==> src/rtl/wdt_pkg.sv <==
// Shared definitions for the watchdog timer: register addresses, bit
// positions and the clock-select to divider-shift mapping.
package wdt_pkg;

    typedef enum logic [1:0] {
        REG_CTRL  = 2'd0,
        REG_RSTC  = 2'd1,
        REG_COUNT = 2'd2
    } wdt_reg_e;

    localparam int CTRL_MODE_B = 7;
    localparam int CTRL_ITV_B  = 6;
    localparam int CTRL_EN_B   = 5;
    localparam int RSTC_OVF_B  = 7;
    localparam int RSTC_EN_B   = 6;
    localparam int RSTC_TYPE_B = 5;

    // Log2 of the divide ratio chosen by a clock-select code.
    function automatic int unsigned div_shift(input logic [2:0] cs);
        case (cs)
            3'd0:    return 0;
            3'd1:    return 6;
            3'd2:    return 7;
            3'd3:    return 8;
            3'd4:    return 9;
            3'd5:    return 10;
            3'd6:    return 12;
            default: return 14;
        endcase
    endfunction

endpackage

==> src/rtl/wdt_prescaler.sv <==
// Free-running divider of the peripheral clock. It emits a single-cycle
// tick once every 2**div_shift(sel) clocks.
// Assumes PRE_W >= 14 so the largest ratio fits.
module wdt_prescaler #(
    parameter int PRE_W = 14
) (
    input  logic       clk,
    input  logic       rst_n,
    input  logic [2:0] sel,
    output logic       tick
);
    import wdt_pkg::*;

    logic [PRE_W-1:0] div_q;
    logic [PRE_W:0]   span;
    logic [PRE_W-1:0] mask;

    // Free-running divider count.
    always_ff @(posedge clk) begin
        if (!rst_n) div_q <= '0;
        else        div_q <= div_q + 1'b1;
    end

    // Tick when all bits below the selected ratio are ones.
    always_comb begin
        span = ((PRE_W+1)'(1) << div_shift(sel)) - (PRE_W+1)'(1);
        mask = span[PRE_W-1:0];
        tick = (div_q & mask) == mask;
    end

    // Back-to-back ticks under an unchanged select only at ratio 1.
    p_tick_spacing_r2: assert property (@(posedge clk) disable iff (!rst_n)
        (tick && $past(tick) && $past(rst_n) && $past(sel) == sel) |-> sel == 3'd0);

endmodule

==> src/rtl/wdt_pulse.sv <==
// Fixed-length pulse generator. A start strobe makes 'active' high for
// exactly LEN cycles, beginning the cycle after the strobe. A new start
// while active restarts the full length.
module wdt_pulse #(
    parameter int LEN = 64
) (
    input  logic clk,
    input  logic rst_n,
    input  logic start,
    output logic active
);
    localparam int CW = $clog2(LEN + 1);

    logic [CW-1:0] left_q;

    // Remaining-cycle counter for the pulse.
    always_ff @(posedge clk) begin
        if (!rst_n)            left_q <= '0;
        else if (start)        left_q <= CW'(LEN);
        else if (left_q != '0) left_q <= left_q - 1'b1;
    end

    assign active = left_q != '0;

    // a pulse only begins after a start strobe.
    p_pulse_from_start_r4: assert property (@(posedge clk) disable iff (!rst_n)
        $rose(active) |-> $past(start));

    // the remaining count never exceeds the configured length.
    p_pulse_bound_r5: assert property (@(posedge clk) disable iff (!rst_n)
        left_q <= CW'(LEN));

endmodule

==> src/rtl/wdog_timer.sv <==
// Watchdog timer top. It holds the control registers, the up-counter and
// the overflow decision, and drives two pulse generators: overflow output
// and internal reset request. Assumes rst_n is the chip reset pin, is
// synchronous, and wins over any same-edge overflow.
module wdog_timer #(
    parameter int CNT_W   = 8,
    parameter int PRE_W   = 14,
    parameter int OVF_LEN = 64,
    parameter int RST_LEN = 128
) (
    input  logic       clk,
    input  logic       rst_n,
    input  logic       wr_en,
    input  logic [1:0] wr_addr,
    input  logic [7:0] wr_data,
    input  logic [1:0] rd_addr,
    output logic [7:0] rd_data,
    output logic       ovf_out,
    output logic       rst_out,
    output logic       rst_manual,
    output logic       irq
);
    import wdt_pkg::*;

    logic             mode_q, en_q, itv_q;
    logic [2:0]       cs_q;
    logic             ovf_q, rsten_q, rtype_q, type_lat_q;
    logic [CNT_W-1:0] cnt_q;
    logic             irq_q;
    logic             tick;
    logic             wr_ctrl, wr_rstc, wr_cnt;
    logic             ovf_ev, wdt_fire, itv_fire;

    // Register write decode.
    always_comb begin
        wr_ctrl = wr_en && (wr_addr == REG_CTRL);
        wr_rstc = wr_en && (wr_addr == REG_RSTC);
        wr_cnt  = wr_en && (wr_addr == REG_COUNT);
    end

    wdt_prescaler #(.PRE_W(PRE_W)) u_pre (
        .clk  (clk),
        .rst_n(rst_n),
        .sel  (cs_q),
        .tick (tick)
    );

    // Overflow happens on a tick at all-ones, unless software reloads the counter.
    always_comb begin
        ovf_ev   = en_q && tick && (cnt_q == '1) && !wr_cnt;
        wdt_fire = ovf_ev && mode_q;
        itv_fire = ovf_ev && !mode_q;
    end

    // Control register; clock select is locked while enabled.
    always_ff @(posedge clk) begin
        if (!rst_n) begin
            mode_q <= 1'b0;
            en_q   <= 1'b0;
            cs_q   <= 3'd0;
        end else if (wr_ctrl) begin
            mode_q <= wr_data[CTRL_MODE_B];
            en_q   <= wr_data[CTRL_EN_B];
            if (!en_q) cs_q <= wr_data[2:0];
        end
    end

    // Interval flag: set by interval overflow, cleared by writing 0.
    always_ff @(posedge clk) begin
        if (!rst_n)                              itv_q <= 1'b0;
        else if (itv_fire)                       itv_q <= 1'b1;
        else if (wr_ctrl && !wr_data[CTRL_ITV_B]) itv_q <= 1'b0;
    end

    // Reset-control options.
    always_ff @(posedge clk) begin
        if (!rst_n) begin
            rsten_q <= 1'b0;
            rtype_q <= 1'b0;
        end else if (wr_rstc) begin
            rsten_q <= wr_data[RSTC_EN_B];
            rtype_q <= wr_data[RSTC_TYPE_B];
        end
    end

    // Overflow flag: set by watchdog overflow, cleared by writing 0.
    always_ff @(posedge clk) begin
        if (!rst_n)                               ovf_q <= 1'b0;
        else if (wdt_fire)                        ovf_q <= 1'b1;
        else if (wr_rstc && !wr_data[RSTC_OVF_B]) ovf_q <= 1'b0;
    end

    // Counter: a software load beats a tick.
    always_ff @(posedge clk) begin
        if (!rst_n)             cnt_q <= '0;
        else if (wr_cnt)        cnt_q <= wr_data[CNT_W-1:0];
        else if (en_q && tick)  cnt_q <= cnt_q + 1'b1;
    end

    // Interrupt strobe and the reset type latched at firing.
    always_ff @(posedge clk) begin
        if (!rst_n) begin
            irq_q      <= 1'b0;
            type_lat_q <= 1'b0;
        end else begin
            irq_q <= itv_fire;
            if (wdt_fire && rsten_q) type_lat_q <= rtype_q;
        end
    end

    wdt_pulse #(.LEN(OVF_LEN)) u_ovf_pulse (
        .clk   (clk),
        .rst_n (rst_n),
        .start (wdt_fire),
        .active(ovf_out)
    );

    wdt_pulse #(.LEN(RST_LEN)) u_rst_pulse (
        .clk   (clk),
        .rst_n (rst_n),
        .start (wdt_fire && rsten_q),
        .active(rst_out)
    );

    assign rst_manual = rst_out && type_lat_q;
    assign irq        = irq_q;

    // Read mux.
    always_comb begin
        case (rd_addr)
            REG_CTRL:  rd_data = {mode_q, itv_q, en_q, 2'b00, cs_q};
            REG_RSTC:  rd_data = {ovf_q, rsten_q, rtype_q, 5'b00000};
            REG_COUNT: rd_data = 8'(cnt_q);
            default:   rd_data = 8'h00;
        endcase
    end

    // a watchdog overflow raises the flag and the overflow output.
    p_ovf_flag_set_r4: assert property (@(posedge clk) disable iff (!rst_n)
        wdt_fire |=> (ovf_q && ovf_out));

    // the reset request only starts together with the overflow pulse.
    p_rst_with_ovf_r5: assert property (@(posedge clk) disable iff (!rst_n)
        $rose(rst_out) |-> $rose(ovf_out));

    // interval overflow gives an interrupt and no overflow pulse.
    p_itv_no_pulse_r6: assert property (@(posedge clk) disable iff (!rst_n)
        itv_fire |=> (irq && !$rose(ovf_out)));

    // the overflow flag falls only on a write of 0.
    p_flag_sticky_r7: assert property (@(posedge clk) disable iff (!rst_n)
        ($fell(ovf_q) && $past(rst_n)) |-> ($past(wr_rstc) && !$past(wr_data[RSTC_OVF_B])));

    // the clock select is frozen while the timer is enabled.
    p_cs_locked_r8: assert property (@(posedge clk) disable iff (!rst_n)
        ($past(en_q) && $past(rst_n)) |-> $stable(cs_q));

    // the reset pin clears flag and pulses whatever else happens.
    p_pin_wins_r9: assert property (@(posedge clk)
        !rst_n |=> (!ovf_q && !ovf_out && !rst_out && !irq));

endmodule

==> config.mk <==
export PLATFORM = sky130hd
export DESIGN_NAME = wdog_timer
export DESIGN_NICKNAME = d
export VERILOG_FILES = /design/src/rtl/wdt_pkg.sv /design/src/rtl/wdt_prescaler.sv /design/src/rtl/wdt_pulse.sv /design/src/rtl/wdog_timer.sv
export SDC_FILE = /design/constraint.sdc
export NUM_CORES = 1
export LEC_CHECK = 0
export ABC_AREA = 1
export BUFFER_PORTS_ARGS = -buffer_cell sky130_fd_sc_hd__buf_2
export CAP_MARGIN = 20
export CORE_MARGIN = 2
export CORE_UTILIZATION = 40
export CTS_CLUSTER_DIAMETER = 120
export DETAILED_ROUTE_END_ITERATION = 7
export GPL_ROUTABILITY_DRIVEN = 1
export PLACE_DENSITY = 0.59
export SYNTH_ARGS = -nofsm -noshare
export SYNTH_HDL_FRONTEND = slang
export SYNTH_HIERARCHICAL = 1
export SYNTH_SLANG_ARGS = --single-unit
==> constraint.sdc <==
create_clock -name clk -period 3.9 [get_ports clk]
set_input_delay 0.39 -clock clk [delete_from_list [all_inputs] [get_ports clk]]
set_output_delay 0.39 -clock clk [all_outputs]
set_load 0.02 [all_outputs]
# == Word-level counts from Yosys, hierarchy flattened ==
# Index checks and enable logic that the tools add are counted.
# op_classes
add_sub_neg,5
n_reduce_logical,29
n_div,0
bitwise_logic,3
shift,1
order_cmp,0
n_eq_ne,12
n_mux,12
n_mul,0
# op_table
op,count
2-to-1 mux 8 bit,4
one-hot mux 4 bit (7 select lines),1
one-hot mux 8 bit (3 select lines),1
"adder 14 x 1 -> 14 bit, second input constant",1
bitwise AND 14 bit,1
== test 14 bit,1
2-to-1 mux 7 bit,2
"left shift 1 x 4 -> 14 bit, first input constant",1
"subtractor 14 x 2 -> 14 bit, second input constant",1
logical AND 1 bit,12
nonzero test 2 bit,5
"== test 3 bit, second input constant",3
"adder 8 x 1 -> 8 bit, second input constant",1
"== test 8 bit, second input constant",1
nonzero test 8 bit,1
"subtractor 8 x 1 -> 8 bit, second input constant",1
nonzero test 7 bit,1
"subtractor 7 x 1 -> 7 bit, second input constant",1
"== test 3 x 2 -> 1 bit, second input constant",2
"== test 2 x 1 -> 1 bit, second input constant",2
"== test 2 bit, second input constant",2
zero test 1 bit,4
zero test 2 bit,2
2-to-1 mux 1 bit,4
other kinds (5),7
# word_totals
output_inout_bits,12
wordCells,77
reg_bits,48
mem_bits_ro,0
latch_bits,0
mem_count,0
ram_bits,0
input_bits,15

# == Depth between registers and ports, before layout ==
# depth
ltp_word,12
mapped_depth,19
ltp_nobuf,19

# == Hierarchy ==
# Netlist, hierarchy kept.
# by_module_without_submodules
mod,n_inst,area_each_um2,cells_per_inst,seq_area_each_um2
wdog_timer,1,1058.5,162,380.4
wdt_prescaler,1,842.1,134,280.3
wdt_pulse at u_rst_pulse,1,450.4,57,160.2
wdt_pulse at u_ovf_pulse,1,390.4,51,140.1

# == Worst setup path after synthesis ==
# No wires, ideal clock.
# synth_timing
path_type,register to register
start,register cs_q[0]
end,register u_ovf_pulse.left_q[4]
path_buffers,0
t_arrival_ns,1.965
path_slack_ns,1.819
required_time_ns,3.784
stages_incl_launch_ff,19
period_less_slack_ns,2.081
setup_time_ns,0.116
cell_sequence,dfxtp_1 > nor2_1 > nand2_1 > ha_1 > nor2_1 > a21oi_1 > nand2_1 > nor2_1 > nand3_1 > nor2_1 > nand2_1 > inv_1 > nand2_2 > nor2_2 > nand2_1 > inv_1 > nor2_1 > nand2_1 > nor2_1
# synth_between
elab_chain_cells,11
word_cells_on_any_way,17
cone_classes,add/sub (1); eq/ne (7); shift (1); mux (1); bitwise (1); reduce/logical (6)
# synth_lines
item,line_no,text
from (decl),wdog_timer.sv:26,logic [2:0] cs_q;
from (signal assigned),wdog_timer.sv:64,if (!en_q) cs_q <= wr_data[2:0];
== test 3 bit (tied with other cells),wdt_pkg.sv:20,case (cs)
one-hot mux 4 bit (7 select lines) *,wdt_pkg.sv:20,
left shift 1 x 4 -> 14 bit *,wdt_prescaler.sv:26,span = ((PRE_W+1)'(1) << div_shift(sel)) - (PRE_W+1)'(1);
subtractor 14 x 2 -> 14 bit *,wdt_prescaler.sv:26,
bitwise AND 14 bit,wdt_prescaler.sv:28,tick = (div_q & mask) == mask;
== test 14 bit *,wdt_prescaler.sv:28,
named net tick,wdog_timer.sv:30,logic tick;
logical AND 1 bit * (3 in series),wdog_timer.sv:50,ovf_ev = en_q && tick && (cnt_q == '1) && !wr_cnt;
logical AND 1 bit *,wdog_timer.sv:51,wdt_fire = ovf_ev && mode_q;
named net wdt_fire,wdog_timer.sv:32,"logic ovf_ev, wdt_fire, itv_fire;"
OR reduction 2 bit (no line) *,n/a,
to (signal assigned),wdt_pulse.sv:19,else if (start) left_q <= CW'(LEN);
to (signal assigned),wdt_pulse.sv:20,else if (left_q != '0) left_q <= left_q - 1'b1;
to (decl),wdt_pulse.sv:14,logic [CW-1:0] left_q;
# The timed path passes the listed nets; every way through them passes the cells marked *.
# A chain may end at the register's enable or synchronous reset.

# == Worst setup path after layout ==
# layout_timing
start,register cs_q[0]
end,register u_ovf_pulse.left_q[5]
# The elaborated chain is that of the path after synthesis.

==> impl_metrics.env <==
export IMPL_status="complete, no violations"
export IMPL_cpMaxStageDelayCell="dfxtp_1"
export IMPL_initialDrtViolationCount=87
export IMPL_first_global_vias=2266
export IMPL_fin_setup_tns_ns=0
export IMPL_fin_nets=458
export IMPL_crit_family="simple AND/OR/NAND/NOR gates"
export IMPL_post_route_drc_count=0
export IMPL_synth_top_family_by_area="simple AND/OR/NAND/NOR gates"
export IMPL_clkTransAtPathRegs_ns=0.10
export IMPL_rows=30
export IMPL_path_max_fanout=8
export IMPL_cp_start_kind="register"
export IMPL_clock_sinks=48
export IMPL_clock_skew_ns=0.00780
export IMPL_fin_crit_ns=2.37
export IMPL_max_cap_violations=0
export IMPL_avgSynthCellArea_sq_um=6.79
export IMPL_finalHoldViolations=0
export IMPL_utilization=0.455
export IMPL_cts_tree="done"
export IMPL_vias=2497
export IMPL_core_area_sq_mm=0.00672
export IMPL_areaGrowthSynthToFinish_pct=11.6
export IMPL_crit_type="reg2reg"
export IMPL_cts_setup_buffers=0
export IMPL_yosysWarnings=6
export IMPL_synth_simple_gate_area_share=0.350
export IMPL_clockBufferDepth=2
export IMPL_yosysSeqAreaShare=0.351
export IMPL_layout_drive_gt1_share=0.158
export IMPL_cp_cell_sequence="nor2_1, nand2_1, ha_1, nor2_1, a21oi_1, nand2_1, nor2_1, nand3_1, nor2_1, nand2_1, inv_1, nand2_2, nor2_2, nand2_1, inv_1, nor2_1, nand2_1, nor2_1"
export IMPL_r2r_end="u_ovf_pulse/left_q[5]"
export IMPL_period_share=0.607
export IMPL_cp_required_ns=4.10
export IMPL_leakagePower_nw=1.34
export IMPL_fp_dieArea_sq_mm=0.00753
export IMPL_setup_viol=0
export IMPL_place_hpwl_um=4490
export IMPL_cts_root_buffer="clkbuf_8"
export IMPL_cpMostUsedCell="nor2_1"
export IMPL_start_util=0.408
export IMPL_synth_mux_area_frac=0
export IMPL_r2r_start="cs_q[0]"
export IMPL_gr_total_overflow=0
export IMPL_hold_path_endpoint="cnt_q[4]"
export IMPL_power_density_mw_per_mm2=476
export IMPL_first_pass_iters=4
export IMPL_worstSkewPairLatency_ns=0.30
export IMPL_max_freq_ghz=0.423
export IMPL_cpPeakStageDelay_ns=0.38
export IMPL_die_w_um=86.8
export IMPL_ys_types=31
export IMPL_crit_start="cs_q[0]"
export IMPL_grt_pass1_wl_um=10100
export IMPL_ios=27
export IMPL_viasPerCell=4.83
export IMPL_arrival_ns=2.56
export IMPL_netlist_instances=404
export IMPL_cts_hold_buffers=0
export IMPL_maxSlewViolCount=0
export IMPL_synth_nets=426
export IMPL_rsz0062_at_grt="no"
export IMPL_totalWireLength_um=5840
export IMPL_die_h_um=86.8
export IMPL_min_path_cells=3
export IMPL_cts_made_buffers=5
export IMPL_place_gp_congestion=0.895
export IMPL_track_usage=0.167
export IMPL_grt_max_degree=24
export IMPL_synth_compound_area_frac=0.129
export IMPL_cts_max_level=2
export IMPL_routedWlPerCell_um=11.3
export IMPL_hp_start="wr_data[4]"
export IMPL_synth_seq_cells=48
export IMPL_syn_area_sq_mm=0.00274
export IMPL_synthAdderAreaFrac=0.0319
export IMPL_worst_path_buf_inv=2
export IMPL_end_kind="register"
export IMPL_reg2reg_slack_ns=1.53
export IMPL_antenna_left=0
export IMPL_vdd_drop_max_mv=0.180
export IMPL_antenna_found_initial=0
export IMPL_synthXorXnorAreaFrac=0.0351
export IMPL_num_antenna_cells=0
export IMPL_reg2regPathDepth=18
export IMPL_hp_class="in2reg"
export IMPL_cts_resized=0
export IMPL_io_buffers=26
[per-stage QoR]
step           cell area, sq um  setup slack, ns  std cells  power [mW]  hold WS (ns)
5_1_grt                    3060             1.27        517        1.57         0.394
6_report                   3060             1.53        517        1.46         0.369
4_1_cts                    3060             1.53        517        1.47         0.365
3_3_place_gp               2970             1.61        509        1.16         0.448
3_5_place_dp               2970             1.56        509        1.16         0.455
2_1_floorplan              2740             1.82        404        1.05         0.439
[cell usage after synthesis, drive strengths merged]
master | instances | area share
inv | 73 | 0.10
nand4 | 10 | 0.028
dfxtp | 48 | 0.35
ha | 7 | 0.032
o221ai | 2 | 0.0064
o21a | 1 | 0.0027
or2 | 1 | 0.0023
nand3 | 36 | 0.073
o21ai | 27 | 0.051
xnor2 | 2 | 0.0064
clkbuf | 1 | 0.0014
nand2 | 92 | 0.14
nor2 | 55 | 0.097
conb | 1 | 0.0014
o22ai | 2 | 0.0046
o211ai | 2 | 0.0055
a21oi | 30 | 0.059
xor2 | 9 | 0.029
clkinv | 1 | 0.0014
nor3 | 4 | 0.011
[how the worst max path moves through the flow]
stage                            endpoint  cells after the start
finish              u_ovf_pulse/left_q[5]                     18
global route        u_ovf_pulse/left_q[5]                     18
CTS                 u_ovf_pulse/left_q[5]                     18
detailed placement  u_ovf_pulse/left_q[5]                     18
global placement    u_ovf_pulse/left_q[5]                     18
floorplan           u_ovf_pulse/left_q[4]                     18
[cell families (layout without fill, tap and decap cells)]
kind of cell    Yosys count  in the layout
xor+xnor                 11             11
other cells               1              1
compound gates           64             64
fa+ha+maj                 7              7
simple gates            198            198
buf+inv                  75            108
flops                    48             48
[layout make-up]
cell class | instances | area [sq um]
Clock buffer | 5 | 68.8
Sequential cell | 48 | 961
Timing Repair Buffer | 26 | 130
Multi-Input combinational cell | 281 | 1500
Fill cell | 712 | 3660
Inverter | 74 | 278
Clock inverter | 3 | 23.8
Tap cell | 80 | 100
[metal layers]
metal / wire (um) / global-route usage / up-vias
met5: 0 / 0 / -
met4: 72 / 0.0497 / 0
met3: 184 / 0.0305 / 7
met2: 2540 / 0.251 / 35
met1: 3050 / 0.242 / 1109
li1: - / - / 1346
[tightest hold or removal path: stages]
cell	delay, ns
buf_2	0.07
o21ai_0	0.07
a21oi_1	0.11
[flip-flops by register name (all words and copies together), names as in the netlist]
signal              count
u_pre/div_q            14
cnt_q                   8
u_rst_pulse/left_q      8
u_ovf_pulse/left_q      7
cs_q                    3
en_q                    1
irq                     1
itv_q                   1
mode_q                  1
ovf_q                   1
rsten_q                 1
rtype_q                 1
type_lat_q              1
[cell usage in the layout (no fill, tap or decap), drive strengths merged, types with 4 or more instances in the layout]
cell type / instances
a21oi: 30
inv: 73
buf: 26
o21ai: 27
nor2: 55
ha: 7
xor2: 9
nor3: 4
nand2: 92
nand4: 10
clkbuf: 5
nand3: 36
dfxtp: 48
[where the power goes]
| group | internal (mW) | switching, mW |
|---|---|---|
| clock | 0.127 | 0.179 |
| combinational | 0.205 | 0.329 |
| sequential | 0.555 | 0.0604 |
(Power assumes the default switching activity.)
